### src/rtl/hdlc_abt_pkg.sv
package hdlc_abt_pkg;
  localparam int unsigned FLAG_LEN = 8;
  localparam logic [FLAG_LEN-1:0] FLAG_DEF = 8'h7E;
  localparam int unsigned ABORT_RUN = 7;

  typedef enum logic [1:0] {
    ST_HUNT = 2'd0,
    ST_FLAG = 2'd1,
    ST_PKT  = 2'd2
  } rx_state_e;
endpackage

### src/rtl/hdlc_flag_det.sv
module hdlc_flag_det #(
  parameter int unsigned FLAG_W = hdlc_abt_pkg::FLAG_LEN,
  parameter logic [FLAG_W-1:0] FLAG_PAT = hdlc_abt_pkg::FLAG_DEF
) (
  input  logic clk_i,
  input  logic rst_ni,
  input  logic bit_en_i,
  input  logic bit_i,
  output logic flag_hit_o,
  output logic flag_o
);
  logic [FLAG_W-1:0] win_q;
  logic [FLAG_W-1:0] win_nxt;

  assign win_nxt    = {win_q[FLAG_W-2:0], bit_i};
  assign flag_hit_o = bit_en_i && (win_nxt == FLAG_PAT);

  always_ff @(posedge clk_i or negedge rst_ni) begin
    if (!rst_ni) begin
      win_q  <= '0;
      flag_o <= 1'b0;
    end else begin
      if (bit_en_i) win_q <= win_nxt;
      flag_o <= flag_hit_o;
    end
  end

  AST_FLAG_PULSE: assert property (@(posedge clk_i) disable iff (!rst_ni)
    flag_o |=> !flag_o);
endmodule

### src/rtl/hdlc_ones_run.sv
module hdlc_ones_run #(
  parameter int unsigned RUN_LEN = hdlc_abt_pkg::ABORT_RUN
) (
  input  logic clk_i,
  input  logic rst_ni,
  input  logic bit_en_i,
  input  logic bit_i,
  output logic run_hit_o
);
  localparam int unsigned CNT_W = $clog2(RUN_LEN + 1);
  localparam logic [CNT_W-1:0] CNT_SAT = CNT_W'(RUN_LEN);
  localparam logic [CNT_W-1:0] CNT_PRE = CNT_W'(RUN_LEN - 1);

  logic [CNT_W-1:0] cnt_q;

  // fires once, on the bit that completes the run; saturation blocks repeats
  assign run_hit_o = bit_en_i && bit_i && (cnt_q == CNT_PRE);

  always_ff @(posedge clk_i or negedge rst_ni) begin
    if (!rst_ni) begin
      cnt_q <= '0;
    end else if (bit_en_i) begin
      if (!bit_i)                cnt_q <= '0;
      else if (cnt_q != CNT_SAT) cnt_q <= cnt_q + 1'b1;
    end
  end

  AST_ONE_HIT_PER_RUN: assert property (@(posedge clk_i) disable iff (!rst_ni)
    run_hit_o |=> !run_hit_o);
endmodule

### src/rtl/hdlc_pkt_fsm.sv
module hdlc_pkt_fsm #(
  parameter int unsigned FLAG_W = hdlc_abt_pkg::FLAG_LEN
) (
  input  logic clk_i,
  input  logic rst_ni,
  input  logic bit_en_i,
  input  logic flag_hit_i,
  input  logic run_hit_i,
  output logic in_pkt_o,
  output logic abort_evt_o,
  output logic abort_o
);
  import hdlc_abt_pkg::*;

  localparam int unsigned BC_W = $clog2(FLAG_W);
  localparam logic [BC_W-1:0] BC_LAST = BC_W'(FLAG_W - 1);

  rx_state_e       state_q, state_d;
  logic [BC_W-1:0] bcnt_q, bcnt_d;
  logic            armed_q, armed_d;

  assign abort_evt_o = run_hit_i && (state_q == ST_PKT) && armed_q;

  always_comb begin
    state_d = state_q;
    bcnt_d  = bcnt_q;
    armed_d = armed_q;
    if (bit_en_i) begin
      if (flag_hit_i) begin
        state_d = ST_FLAG;
        bcnt_d  = '0;
        armed_d = 1'b1;
      end else if (run_hit_i) begin
        // long run of ones: abort inside a packet, idle line elsewhere
        state_d = ST_HUNT;
        if (abort_evt_o) armed_d = 1'b0;
      end else begin
        unique case (state_q)
          ST_FLAG: begin
            if (bcnt_q == BC_LAST) state_d = ST_PKT;
            else                   bcnt_d  = bcnt_q + 1'b1;
          end
          ST_PKT:  state_d = ST_PKT;
          default: state_d = ST_HUNT;
        endcase
      end
    end
  end

  always_ff @(posedge clk_i or negedge rst_ni) begin
    if (!rst_ni) begin
      state_q <= ST_HUNT;
      bcnt_q  <= '0;
      armed_q <= 1'b0;
      abort_o <= 1'b0;
    end else begin
      state_q <= state_d;
      bcnt_q  <= bcnt_d;
      armed_q <= armed_d;
      abort_o <= abort_evt_o;
    end
  end

  assign in_pkt_o = (state_q == ST_PKT);

  AST_PKT_NEEDS_ARM: assert property (@(posedge clk_i) disable iff (!rst_ni)
    in_pkt_o |-> armed_q);
  AST_ABORT_ENDS_PKT: assert property (@(posedge clk_i) disable iff (!rst_ni)
    abort_evt_o |=> !in_pkt_o);
  AST_IDLE_WHEN_NO_STROBE: assert property (@(posedge clk_i) disable iff (!rst_ni)
    !bit_en_i |=> $stable(in_pkt_o));
endmodule

### src/rtl/hdlc_abt_status.sv
module hdlc_abt_status (
  input  logic clk_i,
  input  logic rst_ni,
  input  logic abort_evt_i,
  input  logic rd_stat_i,
  input  logic abt_msk_i,
  input  logic grp_msk_i,
  output logic abt_stat_o,
  output logic irq_o
);
  always_ff @(posedge clk_i or negedge rst_ni) begin
    if (!rst_ni)          abt_stat_o <= 1'b0;
    else if (abort_evt_i) abt_stat_o <= 1'b1; // new event beats a read
    else if (rd_stat_i)   abt_stat_o <= 1'b0;
  end

  assign irq_o = abt_stat_o && abt_msk_i && grp_msk_i;

  AST_RD_CLEARS: assert property (@(posedge clk_i) disable iff (!rst_ni)
    rd_stat_i && !abort_evt_i |=> !abt_stat_o);
  AST_STAT_HOLDS: assert property (@(posedge clk_i) disable iff (!rst_ni)
    abt_stat_o && !rd_stat_i |=> abt_stat_o);
endmodule

### src/rtl/hdlc_rx_abort_det.sv
module hdlc_rx_abort_det #(
  parameter int unsigned FLAG_W = hdlc_abt_pkg::FLAG_LEN,
  parameter logic [FLAG_W-1:0] FLAG_PAT = hdlc_abt_pkg::FLAG_DEF,
  parameter int unsigned RUN_LEN = hdlc_abt_pkg::ABORT_RUN
) (
  input  logic clk_i,
  input  logic rst_ni,
  input  logic bit_en_i,
  input  logic bit_i,
  input  logic rd_stat_i,
  input  logic abt_msk_i,
  input  logic grp_msk_i,
  output logic in_pkt_o,
  output logic flag_o,
  output logic abort_o,
  output logic abt_stat_o,
  output logic irq_o
);
  logic flag_hit;
  logic run_hit;
  logic abort_evt;

  hdlc_flag_det #(.FLAG_W(FLAG_W), .FLAG_PAT(FLAG_PAT)) u_flag (
    .clk_i(clk_i), .rst_ni(rst_ni), .bit_en_i(bit_en_i), .bit_i(bit_i),
    .flag_hit_o(flag_hit), .flag_o(flag_o)
  );

  hdlc_ones_run #(.RUN_LEN(RUN_LEN)) u_run (
    .clk_i(clk_i), .rst_ni(rst_ni), .bit_en_i(bit_en_i), .bit_i(bit_i),
    .run_hit_o(run_hit)
  );

  hdlc_pkt_fsm #(.FLAG_W(FLAG_W)) u_fsm (
    .clk_i(clk_i), .rst_ni(rst_ni), .bit_en_i(bit_en_i),
    .flag_hit_i(flag_hit), .run_hit_i(run_hit),
    .in_pkt_o(in_pkt_o), .abort_evt_o(abort_evt), .abort_o(abort_o)
  );

  hdlc_abt_status u_stat (
    .clk_i(clk_i), .rst_ni(rst_ni), .abort_evt_i(abort_evt),
    .rd_stat_i(rd_stat_i), .abt_msk_i(abt_msk_i), .grp_msk_i(grp_msk_i),
    .abt_stat_o(abt_stat_o), .irq_o(irq_o)
  );

  AST_ABORT_IN_PKT: assert property (@(posedge clk_i) disable iff (!rst_ni)
    abort_o |-> $past(in_pkt_o));
  AST_ABORT_SETS_STAT: assert property (@(posedge clk_i) disable iff (!rst_ni)
    abort_o |-> abt_stat_o);
  AST_FLAG_ABORT_EXCL: assert property (@(posedge clk_i) disable iff (!rst_ni)
    !(flag_o && abort_o));
endmodule

### config.mk
export PLATFORM = sky130hd
export DESIGN_NAME = hdlc_rx_abort_det
export DESIGN_NICKNAME = d
export VERILOG_FILES = /design/src/rtl/hdlc_abt_pkg.sv /design/src/rtl/hdlc_flag_det.sv /design/src/rtl/hdlc_ones_run.sv /design/src/rtl/hdlc_pkt_fsm.sv /design/src/rtl/hdlc_abt_status.sv /design/src/rtl/hdlc_rx_abort_det.sv
export SDC_FILE = /design/constraint.sdc
export NUM_CORES = 1
export LEC_CHECK = 0
export CORE_MARGIN = 3
export CORE_UTILIZATION = 47
export CTS_BUF_LIST = sky130_fd_sc_hd__clkbuf_4 sky130_fd_sc_hd__clkbuf_8 sky130_fd_sc_hd__clkbuf_16
export DETAILED_ROUTE_END_ITERATION = 6
export DONT_BUFFER_PORTS = 1
export PLACE_DENSITY = 0.72
export SLEW_MARGIN = 20
export SYNTH_ARGS = -nofsm -noshare
export SYNTH_HDL_FRONTEND = slang
export SYNTH_SLANG_ARGS = --single-unit
### constraint.sdc
create_clock -name clk_i -period 1.95 [get_ports clk_i]
set_input_delay 0.39 -clock clk_i [delete_from_list [all_inputs] [get_ports clk_i]]
set_output_delay 0.39 -clock clk_i [all_outputs]
set_load 0.005 [all_outputs]
==> flow_metrics.tcl, run 1 <==
set metrics [dict create \
    reg2reg_depth 5 \
    worst-setup-path-type "register to register" \
    root_buffer "clkbuf_4" \
    stdcell_area_sq_um 986 \
    netlist_area_sq_um 935 \
    switching_share_pct 26.1 \
    gr-usage-all-layers_pct 13.2 \
    cts_max_level 1 \
    drv_cap 0 \
    core_sq_um 1800 \
    syn_area_per_cell_sq_um 12.0 \
    pre_cts_ws_ns 0.404 \
    r2r_slack_ns 0.39 \
    fin_ws_ns 0.386 \
    dp.cells 100 \
    syn_to_final_growth_pct 5.49 \
    whs_path_depth 1 \
    min-delay-start "bit_en_i" \
    synth_fa_ha_area_share_pct 9.37 \
    start_kind "register" \
    dr_total_vias 583 \
    rr_startpoint "u_fsm.bcnt_q[0]$_DFFE_PN0P_" \
    powerDensity_nw_per_um2 815 \
    synthMuxAreaShare_pct 10.6 \
    grt_pass1_vias 596 \
    synth_compound_area_share_pct 11.6 \
    r2r-end "u_fsm.bcnt_q[0]$_DFFE_PN0P_" \
    num-fill-cells 155 \
    yosys.area_share.simple_pct 13.3 \
    ant_nets 0 \
    clkTransAtPathRegs_ns 0.10 \
    die-area_sq_um 2560 \
    hold_viol_final 0 \
    run_status "finished, final reports clean" \
    cts-buffers-inserted 3 \
    worst_slew_pin_slew_ns 0.809 \
    hold_end "u_fsm.state_q[1]$_DFFE_PN0P_" \
    synth_top_family_by_area "simple AND/OR/NAND/NOR gates" \
    synth_nets 92 \
    synth-xor-area-share_pct 0 \
    crit_required_ns 2.18 \
    num_antenna_cells 0 \
    cts_tree "built" \
    worstPathArrival_ns 1.79 \
    io_buffers 0 \
    grt_max_degree 20 \
    nets 95 \
    p_int_mw 0.594 \
    irDropWorstVdd_mv 0.603 \
    synth_warnings 0 \
    cp-end-kind "register" \
    pwr-share-clk_pct 23.6 \
    min_path_type "input pin to register" \
    insertion_delay_ns 0.29 \
    grt_pass1_wl_um 2530 \
    utilization_pct 54.7 \
    comb_power_share_pct 14.4 \
    critPathMaxFanout 4 \
    placement_rows 15 \
    dpl_cell_area_sq_um 948 \
    antenna_found_initial 0 \
    clkSinkCount 19 \
    yosysTopAreaCellShare_pct 50.9 \
    cts_buffer_depth 2 \
    synth-seq-cells 19 \
    yosysUniqueCellTypes 28 \
    total_power_mw 0.804 \
    wl_per_cell_um 13.4 \
    grt_overflow_total 0 \
    synthTopCellsByArea "dfrtp_1 51%, ha_1 9.4%, mux2_2 8.4%" \
    gp_congestion 0.807 \
    drive_gt1_share_pct 17.5 \
    drc_errors 0 \
    drtIter0Drc 8 \
    layout.area.seq_sq_um 475 \
    rsz0062_at_grt "no" \
    fmax_mhz 639 \
    switchingPower_mw 0.210 \
    maxSlewViolCount 0 \
    setup_viol 0 \
    synth.largest_area_cell "dfrtp_1" \
    fin_crit_sh_pct 80.2 \
    start_util_pct 51.9 \
    skew_ns 0.00115 \
    pin_count 12 \
    routed_wl_um 1410 \
    dieWidth_um 50.6 \
    timing.hold.ws_ns 0.182 \
    synth_seq_area_share_pct 50.9 \
    die_y_um 50.6 \
    leakagePower_nw 0.476 \
    fin_crit_ns 1.56 \
    fin_cells 105 \
    postSynthCellCount 78 \
    multiInputGateArea_sq_um 419 \
    drtPass1Iterations 4 \
    final.setup.tns_ns 0 \
    post_drt_via_cell_ratio 5.55 \
    seq_power_share_pct 62.0 \
    hpwl_um 1070 \
    slew_headroom_pct 45.9 \
]
cell usage after synthesis, drive strengths merged:
library cell,instances
o31ai,1
o32ai,1
mux2i,2
ha,7
nand2b,1
nor2b,2
or3,1
o21ai,4
o22ai,2
dfrtp,19
a22o,1
and3,2
nor4b,1
buf,3
inv,6
a21oi,3
a21o,2
nand4,1
nand2,1
o2bb2ai,1
and3b,1
nor2,1
mux2,7
nand3,5
nand3b,2
a22oi,1
worst max path at each step:
| stage | from | endpoint | slack (ns) |
|---|---|---|---|
| 6_report | u_fsm.bcnt_q[0]$_DFFE_PN0P_ | u_fsm.bcnt_q[0]$_DFFE_PN0P_ | 0.39 |
| 3_5_place_dp | u_fsm.bcnt_q[0]$_DFFE_PN0P_ | u_fsm.bcnt_q[0]$_DFFE_PN0P_ | 0.40 |
| 4_1_cts | u_fsm.bcnt_q[0]$_DFFE_PN0P_ | u_fsm.bcnt_q[0]$_DFFE_PN0P_ | 0.38 |
| 5_1_grt | u_fsm.bcnt_q[0]$_DFFE_PN0P_ | u_fsm.bcnt_q[0]$_DFFE_PN0P_ | 0.33 |
| 2_1_floorplan | u_fsm.bcnt_q[0]$_DFFE_PN0P_ | u_fsm.bcnt_q[0]$_DFFE_PN0P_ | 0.52 |
| 3_3_place_gp | u_fsm.bcnt_q[0]$_DFFE_PN0P_ | u_fsm.bcnt_q[0]$_DFFE_PN0P_ | 0.48 |
cell type report:
cell class | count | share of cell area [%]
flip-flops and latches | 19 | 48.2
multi-input cells | 50 | 42.5
clock inverters | 1 | 0.508
well taps | 25 | 3.17
repair buffers | 1 | 1.02
inverters | 6 | 2.28
clock buffers | 3 | 2.28
cell families after synthesis:
logic type	after synthesis
compound gates	16
fa+ha+maj	7
mux	9
flops	19
buf+inv	9
simple gates	18
flip-flops by register name, summed over array words and instances, names as in the netlist:
signal and cells:
u_fsm.bcnt_q 3, u_fsm.state_q 2, u_flag.win_q 7, u_fsm.armed_q 1, u_fsm.abort_o 1, u_flag.flag_o 1
u_run.cnt_q 3, u_stat.abt_stat_o 1
worst max-delay path, cell delays in order, from the launching register on:
cell	delay, ns
dfrtp_1	0.40
ha_1	0.21
ha_1	0.19
nand3b_1	0.20
or3_1	0.36
a21oi_2	0.14
routing by layer:
layer	up-vias	wire length (um)	track usage, %
met5	-	0	0
met4	0	13	4.04
met3	2	63	4.45
met2	12	716	22.0
met1	285	614	16.1
li1	284	-	-
cells in the final DEF (no fill, tap or decap), types with 2 or more instances in the layout:
cell,synthesis,final
nor2b_1,2,2
clkbuf_4,0,3
dfrtp_1,19,19
mux2_2,7,7
ha_1,7,7
o22ai_1,2,2
nand3b_1,2,2
inv_1,6,6
a21oi_1,2,2
a21o_1,2,2
nand3_1,5,5
o21ai_0,4,4
and3_1,2,2
mux2i_1,2,2
power groups by stage:
| stage | logic, mW | clock network [mW] | registers (mW) |
|---|---|---|---|
| 2_1_floorplan | 0.102 | 0 | 0.493 |
| 3_3_place_gp | 0.106 | 0 | 0.502 |
| 3_5_place_dp | 0.109 | 0 | 0.507 |
| 4_1_cts | 0.118 | 0.199 | 0.498 |
| 5_1_grt | 0.134 | 0.218 | 0.509 |
| 6_report | 0.116 | 0.190 | 0.498 |
what timing repair did:
item	CTS	global route
gates resized for setup	0	0
endpoints found under the hold margin	19	0
hold buffers	1	0
buffers inserted	0	0
Note: power is estimated with default switching activity, not from simulation.
==> run 2: changes to the inputs <==
==> constraint.sdc (replaced) <==
create_clock -name clk_i -period 1.62 [get_ports clk_i]
set_input_delay 0.324 -clock clk_i [delete_from_list [all_inputs] [get_ports clk_i]]
set_output_delay 0.324 -clock clk_i [all_outputs]
set_load 0.005 [all_outputs]
==> run 2 against run 1 <==
  * Sequential power up 20%
  * Non-clock buffer count increased by 1
  * Worst setup slack got worse by 0.30 ns
  * Total power is 21% higher
  * Largest cell class unchanged
  * Largest power group unchanged
  * Clock skew hardly changed
  * Sequential share of layout area shrank 0.36 points
  * Fmax increased by 1.8%
==> flow_metrics.tcl, run 2 (synthesized netlist as in run 1, its figures left out) <==
set metrics [dict create \
    maxSlewViolCount 0 \
    pwr-share-clk_pct 23.7 \
    r2r_slack_ns 0.08 \
    num_antenna_cells 0 \
    syn_to_final_growth_pct 6.29 \
    gr-usage-met2_pct 22.0 \
    layout.area.seq_sq_um 475 \
    nets 96 \
    top_register "u_flag.win_q" \
    core_sq_um 1800 \
    switching_share_pct 26.3 \
    num-fill-cells 155 \
    hpwl_um 1070 \
    fin_crit_ns 1.54 \
    reg.largest.list "u_flag.win_q: 7 flops, u_fsm.bcnt_q: 3 flops, u_run.cnt_q: 3 flops" \
    cp-end-kind "register" \
    cts_buffer_depth 2 \
    gp_congestion 0.807 \
    timing.critical_path.to "u_fsm.bcnt_q[0]$_DFFE_PN0P_" \
    p_int_mw 0.715 \
    crit_path_start "u_fsm.bcnt_q[0]$_DFFE_PN0P_" \
    clkTransAtPathRegs_ns 0.10 \
    timing.hold.ws_ns 0.116 \
    antenna_found_initial 0 \
    grt_max_degree 20 \
    slew_headroom_pct 45.3 \
    dpl_cell_area_sq_um 948 \
    die-area_sq_um 2560 \
    seq_power_share_pct 61.9 \
    use_met3_pct 4.45 \
    powerDensity_nw_per_um2 976 \
    start_kind "register" \
    use_met1_pct 16.1 \
    r2r-end "u_fsm.bcnt_q[0]$_DFFE_PN0P_" \
    rsz0062_at_grt "no" \
    cts_resized 0 \
    die_y_um 50.6 \
    leakagePower_nw 0.481 \
    clkSinkCount 19 \
    reg2reg_depth 5 \
    fmax_mhz 651 \
    rr_startpoint "u_fsm.bcnt_q[0]$_DFFE_PN0P_" \
    worst_slew_pin_slew_ns 0.818 \
    dr_total_vias 597 \
    placement_rows 15 \
    insertion_delay_ns 0.29 \
    top_usage_layer "met2" \
    total_power_mw 0.970 \
    crit_required_ns 1.85 \
    grt_pass1_wl_um 2530 \
    final.setup.tns_ns 0 \
    switchingPower_mw 0.255 \
    setup_viol 0 \
    skew_ns 0.000825 \
    drive_gt1_share_pct 18.5 \
    drc_errors 0 \
    grt_overflow_total 0 \
    start_util_pct 51.9 \
    final_common_cell "dfrtp_1" \
    worstPathArrival_ns 1.76 \
    cts-buffers-inserted 3 \
    cts_tree "built" \
    mostFrequentLayoutCells "19 x dfrtp_1, 7 x mux2_2, 7 x ha_1, 6 x inv_1, 5 x nand3_1" \
    min_path_type "input pin to register" \
    drv_cap 0 \
    routed_wl_um 1440 \
    dieWidth_um 50.6 \
    irDropWorstVdd_mv 0.732 \
    utilization_pct 55.1 \
    fin_crit_sh_pct 94.8 \
    root_buffer "clkbuf_4" \
    drtPass1Iterations 4 \
    grt_pass1_vias 596 \
    gr-usage-all-layers_pct 13.2 \
    critPathMaxFanout 3 \
    pin_count 12 \
    comb_power_share_pct 14.4 \
    wl_per_cell_um 13.6 \
    worst-setup-path-type "register to register" \
    post_drt_via_cell_ratio 5.63 \
    cts_max_level 1 \
    largest_reg_flops 7 \
    ant_nets 0 \
    run_status "finished, final reports clean" \
    stdcell_area_sq_um 993 \
    io_buffers 0 \
    hold_viol_final 0 \
    multiInputGateArea_sq_um 419 \
    drtIter0Drc 13 \
]
==> run 2: cell count changes in the layout (fill, tap and decap cells not counted), sizes merged <==
cell,delta
buf,+1
==> run 2: how the worst min path moves through the flow <==
stage | startpoint | slack [ns] | depth (start not counted) | endpoint
global placement | rst_ni | 0.03 | 0 | u_fsm.state_q[1]$_DFFE_PN0P_
global route | bit_en_i | 0.1 | 1 | u_fsm.state_q[1]$_DFFE_PN0P_
CTS | bit_en_i | 0.11 | 1 | u_fsm.state_q[1]$_DFFE_PN0P_
floorplan | rst_ni | 0.03 | 0 | u_flag.flag_o$_DFF_PN0_
finish | bit_en_i | 0.12 | 1 | u_fsm.state_q[1]$_DFFE_PN0P_
detailed placement | rst_ni | 0.03 | 0 | u_fsm.state_q[1]$_DFFE_PN0P_
==> run 2: power by group through the flow <==
stage | combinational [mW] | sequential [mW] | clock (mW)
after floorplan | 0.122 | 0.594 | 0
after global placement | 0.128 | 0.605 | 0
after detailed placement | 0.131 | 0.610 | 0
after CTS | 0.142 | 0.600 | 0.239
after global routing | 0.161 | 0.612 | 0.262
final | 0.140 | 0.600 | 0.230
==> run 2: per-layer routing <==
layer	part of all wire, %	vias to the layer above
li1	-	286
met4	0.90	0
met5	0	-
met3	4.9	2
met2	49	18
met1	45	291
==> run 2: layout make-up <==
cell class | instances | share of cell area [%]
Clock buffer | 3 | 2.27
Clock inverter | 1 | 0.504
Inverter | 6 | 2.27
Multi-Input combinational cell | 50 | 42.2
Sequential cell | 19 | 47.9
Tap cell | 25 | 3.15
Timing Repair Buffer | 2 | 1.76
==> run 2: repair_timing <==
action / in CTS / in global routing
hold buffers: 1 / 0
setup endpoints to repair: 0 / 1
hold endpoints to repair: 19 / 0
setup buffers: 0 / 1
==> run 2: worst max-delay path, stage by stage, from the launching register on <==
cell and delay (ns):
dfrtp_1 0.40, ha_1 0.21, ha_1 0.19, nand3b_1 0.18, or3_1 0.35, a21oi_2 0.14
==> run 2: per-stage QoR <==
stage	cells	worst slack, ns
after CTS	105	0.0478
after detailed placement	100	0.0743
after global placement	100	0.152
after floorplan	78	0.187
after global routing	106	0.0209
final	106	0.0843
==> run 3: changes to the inputs <==
--- a/config.mk
+++ b/config.mk
@@ -6,11 +6,11 @@
 export NUM_CORES = 1
 export LEC_CHECK = 0
 export CORE_MARGIN = 3
-export CORE_UTILIZATION = 47
+export CORE_UTILIZATION = 35
 export CTS_BUF_LIST = sky130_fd_sc_hd__clkbuf_4 sky130_fd_sc_hd__clkbuf_8 sky130_fd_sc_hd__clkbuf_16
 export DETAILED_ROUTE_END_ITERATION = 6
 export DONT_BUFFER_PORTS = 1
-export PLACE_DENSITY = 0.72
+export PLACE_DENSITY = 0.59
 export SLEW_MARGIN = 20
 export SYNTH_ARGS = -nofsm -noshare
 export SYNTH_HDL_FRONTEND = slang
==> run 3 against run 2 <==
  * Total power barely moved
  * Worst setup slack better by 0.029 ns
  * Critical path depth did not move
  * Combinational power about the same
  * Die area up 30%
  * Non-clock buffer count down 1
  * Global-route usage down 3.5 points
  * Via count shrank 3.2%
  * Flip-flop and latch count unchanged
  * Utilization is 15 points lower
==> flow_metrics.tcl, run 3 (synthesized netlist as in run 1, its figures left out) <==
set metrics [dict create \
    run_status "finished, final reports clean" \
    use_met1_pct 11.6 \
    crit_buf_inv 0 \
    powerDensity_nw_per_um2 969 \
    insertion_delay_ns 0.29 \
    root_buffer "clkbuf_4" \
    start_util_pct 37.4 \
    grt_pass1_vias 569 \
    antenna_found_initial 0 \
    gr-usage-all-layers_pct 9.72 \
    final.setup.tns_ns 0 \
    grt_pass1_wl_um 2480 \
    hold_viol_final 0 \
    num_antenna_cells 0 \
    clkSinkCount 19 \
    dpl_cell_area_sq_um 955 \
    rr_startpoint "u_fsm.bcnt_q[0]$_DFFE_PN0P_" \
    core_sq_um 2500 \
    cts_tree "built" \
    final_common_cell "dfrtp_1" \
    setup_viol 0 \
    wl_per_cell_um 12.9 \
    worst-setup-path-type "register to register" \
    num-fill-cells 239 \
    grt_overflow_total 0 \
    cts_max_level 1 \
    pin_count 12 \
    gr-usage-met2_pct 15.8 \
    reg2reg_depth 5 \
    total_power_mw 0.969 \
    mostFrequentLayoutCells "19 x dfrtp_1, 7 x mux2_2, 6 x inv_1, 6 x ha_1, 5 x nand3_1" \
    timing.hold.ws_ns 0.112 \
    die-area_sq_um 3330 \
    slowest_delay_ns 0.41 \
    nets 95 \
    min_path_type "input pin to register" \
    fin_crit_ns 1.51 \
    stdcell_area_sq_um 1000 \
    hpwl_um 1040 \
    drc_errors 0 \
    fin_ws_ns 0.113 \
    start_kind "register" \
    reg.largest.list "u_flag.win_q: 7 flops, u_fsm.bcnt_q: 3 flops, u_run.cnt_q: 3 flops" \
    largest_reg_flops 7 \
    grt_max_degree 20 \
    placement_rows 18 \
    die_y_um 57.7 \
    gp_congestion 0.712 \
    rsz0062_at_grt "no" \
    r2r-end "u_fsm.bcnt_q[0]$_DFFE_PN0P_" \
    worst_slew_pin_slew_ns 0.836 \
    ant_nets 0 \
    drtPass1Iterations 4 \
    cts_buffer_depth 2 \
    syn_to_final_growth_pct 6.96 \
    worstPathArrival_ns 1.73 \
    drive_gt1_share_pct 20.0 \
    use_met3_pct 4.90 \
    top_usage_layer "met2" \
    drv_cap 0 \
    crit_cells 5 \
    fmax_mhz 664 \
    cp-end-kind "register" \
    dp.cells 105 \
    utilization_pct 40.0 \
    drtIter0Drc 14 \
    top_register "u_flag.win_q" \
    r2r_slack_ns 0.11 \
    fin_crit_sh_pct 93.0 \
    timing.critical_path.to "u_fsm.bcnt_q[0]$_DFFE_PN0P_" \
    post_drt_via_cell_ratio 5.25 \
    cpMaxStageDelayCell "dfrtp_1" \
    fin_cells 110 \
    routed_wl_um 1420 \
    clkTransAtPathRegs_ns 0.10 \
    critPathMaxFanout 4 \
    pre_cts_ws_ns 0.108 \
    io_buffers 0 \
    cts-buffers-inserted 3 \
    crit_required_ns 1.84 \
    crit_path_start "u_fsm.bcnt_q[0]$_DFFE_PN0P_" \
    skew_ns 0.00545 \
    critPathTopFamily "simple AND/OR/NAND/NOR gates" \
    dr_total_vias 578 \
    irDropWorstVdd_mv 0.721 \
    worstPathCellList "ha_2, ha_1, nand3b_1, or3_4, a21oi_2" \
    slew_headroom_pct 44.1 \
    dieWidth_um 57.7 \
    maxSlewViolCount 0 \
    leakagePower_nw 0.476 \
]
-- run 3: worst min path at each step --
| stage | from | cells after the start | slack (ns) | to |
|---|---|---|---|---|
| after global routing | bit_en_i | 1 | 0.1 | u_fsm.state_q[1]$_DFFE_PN0P_ |
| after detailed placement | rst_ni | 0 | 0.03 | u_run.cnt_q[0]$_DFFE_PN0P_ |
| after floorplan | rst_ni | 0 | 0.03 | u_flag.flag_o$_DFF_PN0_ |
| final | bit_en_i | 1 | 0.11 | u_fsm.state_q[1]$_DFFE_PN0P_ |
| after CTS | bit_en_i | 1 | 0.10 | u_fsm.state_q[1]$_DFFE_PN0P_ |
| after global placement | rst_ni | 0 | 0.03 | u_run.cnt_q[0]$_DFFE_PN0P_ |
-- run 3: report_power, final --
part,total [mW],leakage (nW),switching [mW],internal [mW]
sequential,0.599,0.247,0.0555,0.544
clock,0.228,0.0177,0.136,0.0918
combinational,0.142,0.211,0.0610,0.0809
-- run 3: worst reg2reg max path: cells and delay by family (launching register included) --
kind	cells	cell delay (ns)
compound gates	1	0.12
fa+ha+maj	2	0.37
simple gates	2	0.55
flops	1	0.41
-- run 3: area by class of cell --
type / count / area, sq um / share of cell area, %
Sequential cell: 19 / 475 / 47.6
Multi-Input combinational cell: 50 / 427 / 42.7
Timing Repair Buffer: 1 / 10.0 / 1.00
Clock inverter: 1 / 5.00 / 0.501
Inverter: 6 / 22.5 / 2.25
Clock buffer: 3 / 22.5 / 2.25
Tap cell: 30 / 37.5 / 3.75
-- run 3: per-layer routing --
layer | vias up | part of all wire, %
met5 | - | 0
met4 | 0 | 0
met3 | 0 | 7.1
met2 | 14 | 44
met1 | 278 | 49
li1 | 286 | -
-- run 3: timing repair --
action                                 4_1_cts  5_1_grt
setup endpoints to repair                    0        1
endpoints found under the hold margin       19        0
setup buffers                                0        0
resized for setup                            0        2
hold buffers                                 1        0
